## src/rtl/irq_wake_pkg.sv

```systemverilog
package irq_wake_pkg;
  typedef enum logic [1:0] {PH_Q1 = 2'd0, PH_Q2 = 2'd1, PH_Q3 = 2'd2, PH_Q4 = 2'd3} phase_e;
  typedef enum logic [1:0] {SEQ_IDLE, SEQ_DUMMY1, SEQ_DUMMY2, SEQ_VEC} seq_e;
  localparam int N_SRC    = 3;
  localparam int FLAG_LSB = 0;
  localparam int EN_LSB   = FLAG_LSB + N_SRC;
  localparam int EDGE_BIT = EN_LSB + N_SRC;
  localparam int GIE_BIT  = EDGE_BIT + 1;
  localparam int REG_W    = GIE_BIT + 1;
  localparam int SRC_EXT  = 0;
  localparam int SRC_TMR  = 1;
  localparam int SRC_CHG  = 2;
endpackage

```

## src/rtl/irq_edge_det.sv

```systemverilog
module irq_edge_det #(
  parameter int SYNC_STAGES = 2
) (
  input  logic clk_i,
  input  logic rst_ni,
  input  logic pin_i,
  input  logic rise_sel_i,
  input  logic window_i,
  output logic hit_o
);
  localparam int CW = SYNC_STAGES + 1;
  logic [CW-1:0] chain_q;
  logic          pend_q;
  logic          edge_seen;

  always_ff @(posedge clk_i or negedge rst_ni) begin
    if (!rst_ni) chain_q <= '0;
    else         chain_q <= {chain_q[CW-2:0], pin_i};
  end

  assign edge_seen = rise_sel_i ? ( chain_q[CW-2] & ~chain_q[CW-1])
                                : (~chain_q[CW-2] &  chain_q[CW-1]);

  // edge outside the set window is parked until the window opens
  always_ff @(posedge clk_i or negedge rst_ni) begin
    if (!rst_ni) pend_q <= 1'b0;
    else         pend_q <= (pend_q | edge_seen) & ~window_i;
  end

  assign hit_o = window_i & (pend_q | edge_seen);

  assert_pend_drains_R3: assert property (@(posedge clk_i) disable iff (!rst_ni)
    window_i |=> !pend_q);
endmodule

```

## src/rtl/irq_flags.sv

```systemverilog
module irq_flags
  import irq_wake_pkg::*;
(
  input  logic             clk_i,
  input  logic             rst_ni,
  input  logic [N_SRC-1:0] set_i,
  input  logic             we_i,
  input  logic [REG_W-1:0] wdata_i,
  input  logic             dispatch_i,
  output logic [REG_W-1:0] ctrl_o
);
  logic [REG_W-1:0] ctrl_q;

  always_ff @(posedge clk_i or negedge rst_ni) begin
    if (!rst_ni) begin
      ctrl_q <= '0;
    end else begin
      if (we_i) ctrl_q[REG_W-1:EN_LSB] <= wdata_i[REG_W-1:EN_LSB];
      if (dispatch_i) ctrl_q[GIE_BIT] <= 1'b0;
      // hardware set dominates a software clear
      ctrl_q[FLAG_LSB +: N_SRC] <= (we_i ? wdata_i[FLAG_LSB +: N_SRC]
                                          : ctrl_q[FLAG_LSB +: N_SRC]) | set_i;
    end
  end

  assign ctrl_o = ctrl_q;

  for (genvar k = 0; k < N_SRC; k++) begin : g_chk
    assert_set_wins_R4: assert property (@(posedge clk_i) disable iff (!rst_ni)
      set_i[k] |=> ctrl_q[FLAG_LSB + k]);
    assert_sticky_R4: assert property (@(posedge clk_i) disable iff (!rst_ni)
      (ctrl_q[FLAG_LSB + k] && !we_i) |=> ctrl_q[FLAG_LSB + k]);
  end

  assert_gie_cleared_R8: assert property (@(posedge clk_i) disable iff (!rst_ni)
    dispatch_i |=> !ctrl_q[GIE_BIT]);
endmodule

```

## src/rtl/irq_entry_seq.sv

```systemverilog
module irq_entry_seq
  import irq_wake_pkg::*;
(
  input  logic clk_i,
  input  logic rst_ni,
  input  logic q1_i,
  input  logic req_i,
  output logic dispatch_o,
  output logic flush_o,
  output logic vec_req_o
);
  seq_e st_q;

  assign dispatch_o = (st_q == SEQ_IDLE) & q1_i & req_i;

  always_ff @(posedge clk_i or negedge rst_ni) begin
    if (!rst_ni) begin
      st_q <= SEQ_IDLE;
    end else if (q1_i) begin
      unique case (st_q)
        SEQ_IDLE:   if (req_i) st_q <= SEQ_DUMMY1;
        SEQ_DUMMY1: st_q <= SEQ_DUMMY2;
        SEQ_DUMMY2: st_q <= SEQ_VEC;
        default:    st_q <= SEQ_IDLE;
      endcase
    end
  end

  assign flush_o   = (st_q == SEQ_DUMMY1) | (st_q == SEQ_DUMMY2);
  assign vec_req_o = (st_q == SEQ_VEC);

  assert_vec_follows_flush_R8: assert property (@(posedge clk_i) disable iff (!rst_ni)
    $fell(flush_o) |-> vec_req_o);
  assert_flush_after_dispatch_R8: assert property (@(posedge clk_i) disable iff (!rst_ni)
    dispatch_o |=> flush_o);
endmodule

```

## src/rtl/irq_wake_ctrl.sv

```systemverilog
module irq_wake_ctrl
  import irq_wake_pkg::*;
#(
  parameter int PORT_W      = 4,
  parameter int SYNC_STAGES = 2,
  parameter int ADDR_W      = 13,
  parameter int VEC_ADDR    = 4
) (
  input  logic              clk_i,
  input  logic              rst_ni,
  input  logic [1:0]        phase_i,
  input  logic              ext_pin_i,
  input  logic              tmr_ovf_i,
  input  logic [PORT_W-1:0] port_pins_i,
  input  logic              port_rd_i,
  input  logic              asleep_i,
  input  logic              reg_we_i,
  input  logic [7:0]        reg_wdata_i,
  output logic [7:0]        reg_rdata_o,
  output logic              wake_o,
  output logic              flush_o,
  output logic              vec_req_o,
  output logic [ADDR_W-1:0] vec_addr_o
);
  logic [REG_W-1:0]  ctrl;
  logic [N_SRC-1:0]  set_src;
  logic [PORT_W-1:0] snap_q;
  logic              window, q1, ext_hit, pending, req, dispatch;

  assign q1     = (phase_i == PH_Q1);
  assign window = (phase_i == PH_Q4) | q1;

  irq_edge_det #(.SYNC_STAGES(SYNC_STAGES)) u_edge (
    .clk_i, .rst_ni, .pin_i(ext_pin_i), .rise_sel_i(ctrl[EDGE_BIT]),
    .window_i(window), .hit_o(ext_hit));

  always_ff @(posedge clk_i or negedge rst_ni) begin
    if (!rst_ni)        snap_q <= '0;
    else if (port_rd_i) snap_q <= port_pins_i;
  end

  assign set_src[SRC_EXT] = ext_hit;
  assign set_src[SRC_TMR] = tmr_ovf_i;
  assign set_src[SRC_CHG] = |(port_pins_i ^ snap_q);

  irq_flags u_flags (
    .clk_i, .rst_ni, .set_i(set_src), .we_i(reg_we_i), .wdata_i(reg_wdata_i),
    .dispatch_i(dispatch), .ctrl_o(ctrl));

  assign pending = |(ctrl[FLAG_LSB +: N_SRC] & ctrl[EN_LSB +: N_SRC]);
  assign req     = ctrl[GIE_BIT] & pending & ~asleep_i;
  assign wake_o  = asleep_i & pending;

  irq_entry_seq u_seq (
    .clk_i, .rst_ni, .q1_i(q1), .req_i(req),
    .dispatch_o(dispatch), .flush_o(flush_o), .vec_req_o(vec_req_o));

  assign vec_addr_o  = vec_req_o ? ADDR_W'(VEC_ADDR) : '0;
  assign reg_rdata_o = ctrl;

  assert_ext_window_R3: assert property (@(posedge clk_i) disable iff (!rst_ni)
    ($rose(ctrl[FLAG_LSB + SRC_EXT]) && !$past(reg_we_i)) |->
      ($past(phase_i) == PH_Q4 || $past(phase_i) == PH_Q1));
  assert_entry_on_q1_R7: assert property (@(posedge clk_i) disable iff (!rst_ni)
    $rose(flush_o) |-> ($past(phase_i) == PH_Q1 && $past(ctrl[GIE_BIT])));
  assert_no_entry_asleep_R9: assert property (@(posedge clk_i) disable iff (!rst_ni)
    $rose(flush_o) |-> !$past(asleep_i));
  assert_wake_only_asleep_R6: assert property (@(posedge clk_i) disable iff (!rst_ni)
    (asleep_i && $stable(ctrl) && pending) |-> wake_o);
endmodule

```

## config.mk

```make
export PLATFORM = sky130hd
export DESIGN_NAME = irq_wake_ctrl
export DESIGN_NICKNAME = d
export VERILOG_FILES = /design/src/rtl/irq_wake_pkg.sv /design/src/rtl/irq_edge_det.sv /design/src/rtl/irq_flags.sv /design/src/rtl/irq_entry_seq.sv /design/src/rtl/irq_wake_ctrl.sv
export SDC_FILE = /design/constraint.sdc
export NUM_CORES = 1
export LEC_CHECK = 0
export ABC_AREA = 1
export BUFFER_PORTS_ARGS = -buffer_cell sky130_fd_sc_hd__buf_4
export CELL_PAD_IN_SITES_DETAIL_PLACEMENT = 0
export CELL_PAD_IN_SITES_GLOBAL_PLACEMENT = 1
export CORE_AREA = 2 2 57 59
export CTS_CLUSTER_DIAMETER = 100
export CTS_CLUSTER_SIZE = 10
export DETAILED_ROUTE_END_ITERATION = 6
export DIE_AREA = 0 0 59 61
export HOLD_SLACK_MARGIN = 0.02
export PLACE_DENSITY_LB_ADDON = 0.1
export SETUP_SLACK_MARGIN = 0.5
export SLEW_MARGIN = 20
export SYNTH_ARGS = -nofsm -noshare
export SYNTH_HDL_FRONTEND = slang
export SYNTH_SLANG_ARGS = --single-unit
```

## constraint.sdc

```tcl
create_clock -name clk_i -period 2.38 [get_ports clk_i]
set_input_delay 0.119 -clock clk_i [delete_from_list [all_inputs] [get_ports clk_i]]
set_output_delay 0.119 -clock clk_i [all_outputs]
set_load 0.02 [all_outputs]
```

* After elaboration in Yosys (flattened, before gate mapping) *
Cells that the tools add are included.

storage, ports and cells
  register bits = 18
  word-level logic and storage cells = 44
  input port bits = 21
  output and inout port bits = 24

cells by class
  bitwise gates (word level) = 19
  muxes and demuxes = 7
  reductions and logical operators = 6
  equality and inequality tests = 5

operators by type and width
  cell                count
  $and 1x1->1         9
  $eq 2x2->1 const B  3
  $mux 3              2
  $pmux 2 s3          1
  $mux 5              1
  $logic_not 2->1     2
  $not 1->1           4
  $reduce_or 4->1     1
  $xor 4x4->4         1
  $and 3x3->3         1
  $or 1x1->1          3
  $or 3x3->3          1
  $reduce_or 3->1     1
  $eq 2x1->1 const B  1
  $mux 1              2
  $mux 2              1
  $ne 2x1->1 const B  1
  $reduce_and 2->1    1
  $reduce_bool 2->1   1

* Logic depth before layout (Yosys ltp) *
  depth after elaboration = 6
  depth in mapped cells = 7
  gate-level depth less buffers = 7

* By module *
A second synthesis with hierarchy kept.

unflattened totals
  cells, all modules = 138
  area, all modules = 1023.5 µm²

by module, submodules not included
  module         area an instance (µm²)  instances  cells each  seq. area each (µm²)
  irq_wake_ctrl  385.4                   1          63          100.1
  irq_flags      334.1                   1          39          200.2
  irq_entry_seq  155.1                   1          21          50.0
  irq_edge_det   148.9                   1          15          100.1

* Least setup slack after synthesis *
OpenSTA, ideal clock, no wires.

  path kind = flip-flop to flip-flop
  from = reg u_seq.st_q[0]
  to = reg u_seq.st_q[1]
  arrival = 965 ps
  setup time = 117 ps
  path buffers = 0
  stages on the path, launching flop included = 5
  setup slack = 1298 ps
  cells stage by stage = dfrtp_1 > inv_1 > ha_1 > nand3_1 > nand2_1

between the ends
  longest elaborated chain between the ends = 3

RTL lines
  item                        line                 RTL
  start: declaration          irq_entry_seq.sv:12  seq_e st_q;
  start signal: assignment    irq_entry_seq.sv:18  st_q <= SEQ_IDLE;
  start signal: assignment    irq_entry_seq.sv:21  SEQ_IDLE: if (req_i) st_q <= SEQ_DUMMY1;
  start signal: assignment    irq_entry_seq.sv:22  SEQ_DUMMY1: st_q <= SEQ_DUMMY2;
  $logic_not 2->1             irq_entry_seq.sv:20  unique case (st_q)
  $ne 2x1->1 (no line)        -
  $reduce_and 2->1 (no line)  -

Several ways; a longest one is shown, not always the timed one.
A chain may end at the register's enable or synchronous reset.

* Worst setup path after layout *
  from = reg u_seq.st_q[0]
  to = out flush_o

between the ends
  longest elaborated chain between the ends = 2

RTL lines
  item                                      line                 RTL
  $eq 2x1->1 or $eq 2x2->1 (tied branches)  irq_entry_seq.sv:29  assign flush_o = (st_q == SEQ_DUMMY1) | (st_q == SEQ_DUMMY2);
  $or 1x1->1 *                              irq_entry_seq.sv:29
  end: declaration                          irq_wake_ctrl.sv:21  output logic flush_o,

Mark *: on every way between the ends. The rest lies on a longest branch, timed or not.

==> qor.txt <==
GRT Util Overall -> 0.110
Sw power -> 312 uW
RSZ-0062 raised after global routing -> false
Critical path required time -> 2.26 ns
Critical path type -> reg2out
Grt ovf -> 0
Post-CTS setup buffer count -> 0
Met1 usage -> 0.124
Seq/Total Area, Yosys -> 0.449
CTS root buffer -> clkbuf_4
Initial core utilization -> 0.340
Int Pwr -> 583 uW
Final Hold Fails -> 0
Clock Path Buffers -> 2
Share of power burned in registers -> 0.423
Clock H-tree levels -> 1
Run status -> finished, final reports clean
Netlist Area Pre-Place -> 1000 um2
DIE WIDTH -> 59 um
Hold Path Depth -> 3
Vias per Instance -> 4.24
Crit path capture type -> output port
Detailed-route DRC error count -> 0
Clk_skew -> 0.0108 ns
Layout area overhead -> 31.2%
Met3 GRT Util -> 0.0235
IO Pins -> 45
Hold EP -> u_flags.ctrl_o[0]
Pwr dens -> 680 nW/um2
Worst reg2reg path startpoint -> u_seq.st_q[0]
Wire per inst -> 9.35 um
Post-synth top area share -> 0.449
Reg-to-reg critical path endpoint -> u_seq.st_q[0]
CTS sink cnt -> 18
Tcrit/Tclk final -> 0.577
Grt peak-use layer -> met2
Peak supply drop -> 0.252 mV
Die ar. -> 3600 um2
Antenna violations before repair -> 0
Switching share of power -> 0.348
CTS tree -> built
Clk pwr share -> 0.205
Synth cell types -> 25
Pin count of the biggest net entering global routing -> 19
Routed WL -> 1.74 mm
Core area -> 2950 um2
Global-route wire length before repair -> 2.92 mm
CP Launch Type -> register
Cts bufs inserted -> 3
Diode count -> 0
Setup violators final -> 0
Nets -> 180
Row Count -> 20
Pleak -> 0.719 nW
Max-Cap Viols -> 0
Average size of a mapped cell -> 8.80 um2
Fmax -> 728 MHz
Synth area leaders -> dfrtp_1, nand2_1, buf_4
Maximum fanout along the worst path -> 4
Cell taking the most area after synthesis -> dfrtp_1
Share of cells above drive strength 1 -> 0.314
Max-slew violations -> 0
Antenna-violating nets left -> 0
CTS resizes -> 0
Reg2reg path depth -> 6
Final HPWL DP -> 1.39 mm
Post-synth top cells -> nand2_1, dfrtp_1, buf_4
Number of port buffers -> 32
Yosys warns -> 0
Hold Path Origin -> reg_wdata_i[0]
Hold Path Class -> in2reg
Asr flop ratio synth -> 1.00
Cell with the most instances after synthesis -> nand2_1
Number of synthesized flops with an enable pin -> 0
Iter 0 DRT Violations -> 28
Number of global-route vias before repair -> 726
Tmin final -> 1.37 ns
Met2 Resource Use GR -> 0.189
Drt pass-1 iters -> 4
Worst-Skew Late Latency -> 0.29 ns
Final instance area -> 1320 um2
Logic pwr share -> 0.372
DR vias -> 788
DIE HEIGHT -> 61 um
Reg-to-reg setup timing slack -> 1.29 ns
Setup TNS -> 0 ns
Critical Path AT -> 1.26 ns
GP Congestion -> 0.736
Ys flop type -> dfrtp_1
Worst-path clk slew -> 0.11 ns
Flops & latches, synth -> 18
Post-synthesis cell count -> 114
DP Area -> 1210 um2
registers in the layout, indices dropped and copies added, names as in the netlist:
signal and cells:
snap_q 4, u_seq.st_q 2, u_flags.ctrl_o 8, u_edge.pend_q 1, u_edge.chain_q 3
placed cells by master, fill, tap and decap left out:
master         instances
nand3b_1               1
nand2_1               31
buf_4                 32
inv_1                 13
nor2_1                 3
nor2_4                 1
nor2_2                 1
nand4_1                1
nand3_1                4
inv_2                  1
clkbuf_4               3
dfrtp_1               18
or2_0                  1
inv_6                  1
nand3_2                1
clkbuf_8               1
mux2_2                 2
conb_1                12
o21ai_0                3
a21oi_2                1
a21oi_1                2
mux2i_1                1
dlygate4sd3_1          7
ha_1                   5
xnor2_1                2
o21ai_1                1
nand2_2                4
repair_timing:
action                                  in CTS  in global routing
endpoints found under the setup margin       0                  0
endpoints found under the hold margin       23                  0
hold buffers                                 7                  0
worst max path at each step:
stage | slack [ns] | to | cells past startpoint | start
finish | 1.01 | flush_o | 3 | u_seq.st_q[0]
global route | 0.93 | flush_o | 3 | u_seq.st_q[1]
CTS | 0.99 | flush_o | 3 | u_seq.st_q[0]
global placement | 1.33 | u_seq.st_q[0] | 6 | u_seq.st_q[0]
floorplan | 1.30 | u_seq.st_q[1] | 4 | u_seq.st_q[0]
detailed placement | 1.30 | u_seq.st_q[0] | 6 | u_seq.st_q[0]
per-stage QoR:
stage | cells | util | total power, mW | hold slack (ns) | setup WS, ns
floorplan | 125 | - | 0.617 | -0.177 | 1.30
global placement | 175 | 0.410 | 0.706 | 0.00657 | 1.33
detailed placement | 175 | 0.410 | 0.711 | 0.00420 | 1.30
CTS | 186 | 0.446 | 0.907 | 0.0372 | 0.992
global route | 186 | 0.446 | 0.964 | 0.0351 | 0.928
finish | 186 | 0.446 | 0.895 | 0.0424 | 1.01
logic make-up (layout without fill, tap and decap cells):
logic type / Yosys count / count (layout) / synth area share
buf+inv: 30 / 58 / 0.177
flops: 18 / 18 / 0.449
other cells: 1 / 12 / 0.00374
mux: 3 / 3 / 0.0324
fa+ha+maj: 5 / 5 / 0.0623
xor+xnor: 2 / 2 / 0.0175
simple gates: 48 / 48 / 0.219
compound gates: 7 / 7 / 0.0386
routing by layer:
layer	vias to the layer above	wire (um)
li1	401	-
met1	358	704
met2	27	901
met3	2	117
met4	0	17
met5	-	0
power by group through the flow:
stage | clock network, mW | logic (mW) | registers [mW]
final | 0.183 | 0.333 | 0.378
after global routing | 0.208 | 0.370 | 0.385
after detailed placement | 0 | 0.325 | 0.386
after CTS | 0.192 | 0.335 | 0.379
after global placement | 0 | 0.323 | 0.383
after floorplan | 0 | 0.225 | 0.392
final cells by class:
class                      instances  area (um2)
clock buffer                       4        36.3
fill                             310        1640
inverter                          15        61.3
multi-input combinational         77         417
sequential                        18         450
tap                               33        41.3
timing repair buffer              39         310
worst max-delay path: stages, from the launching register on:
cell and delay (ns):
dfrtp_1 0.41, inv_1 0.08, ha_1 0.33, buf_4 0.17
(Power assumes the default switching activity.)
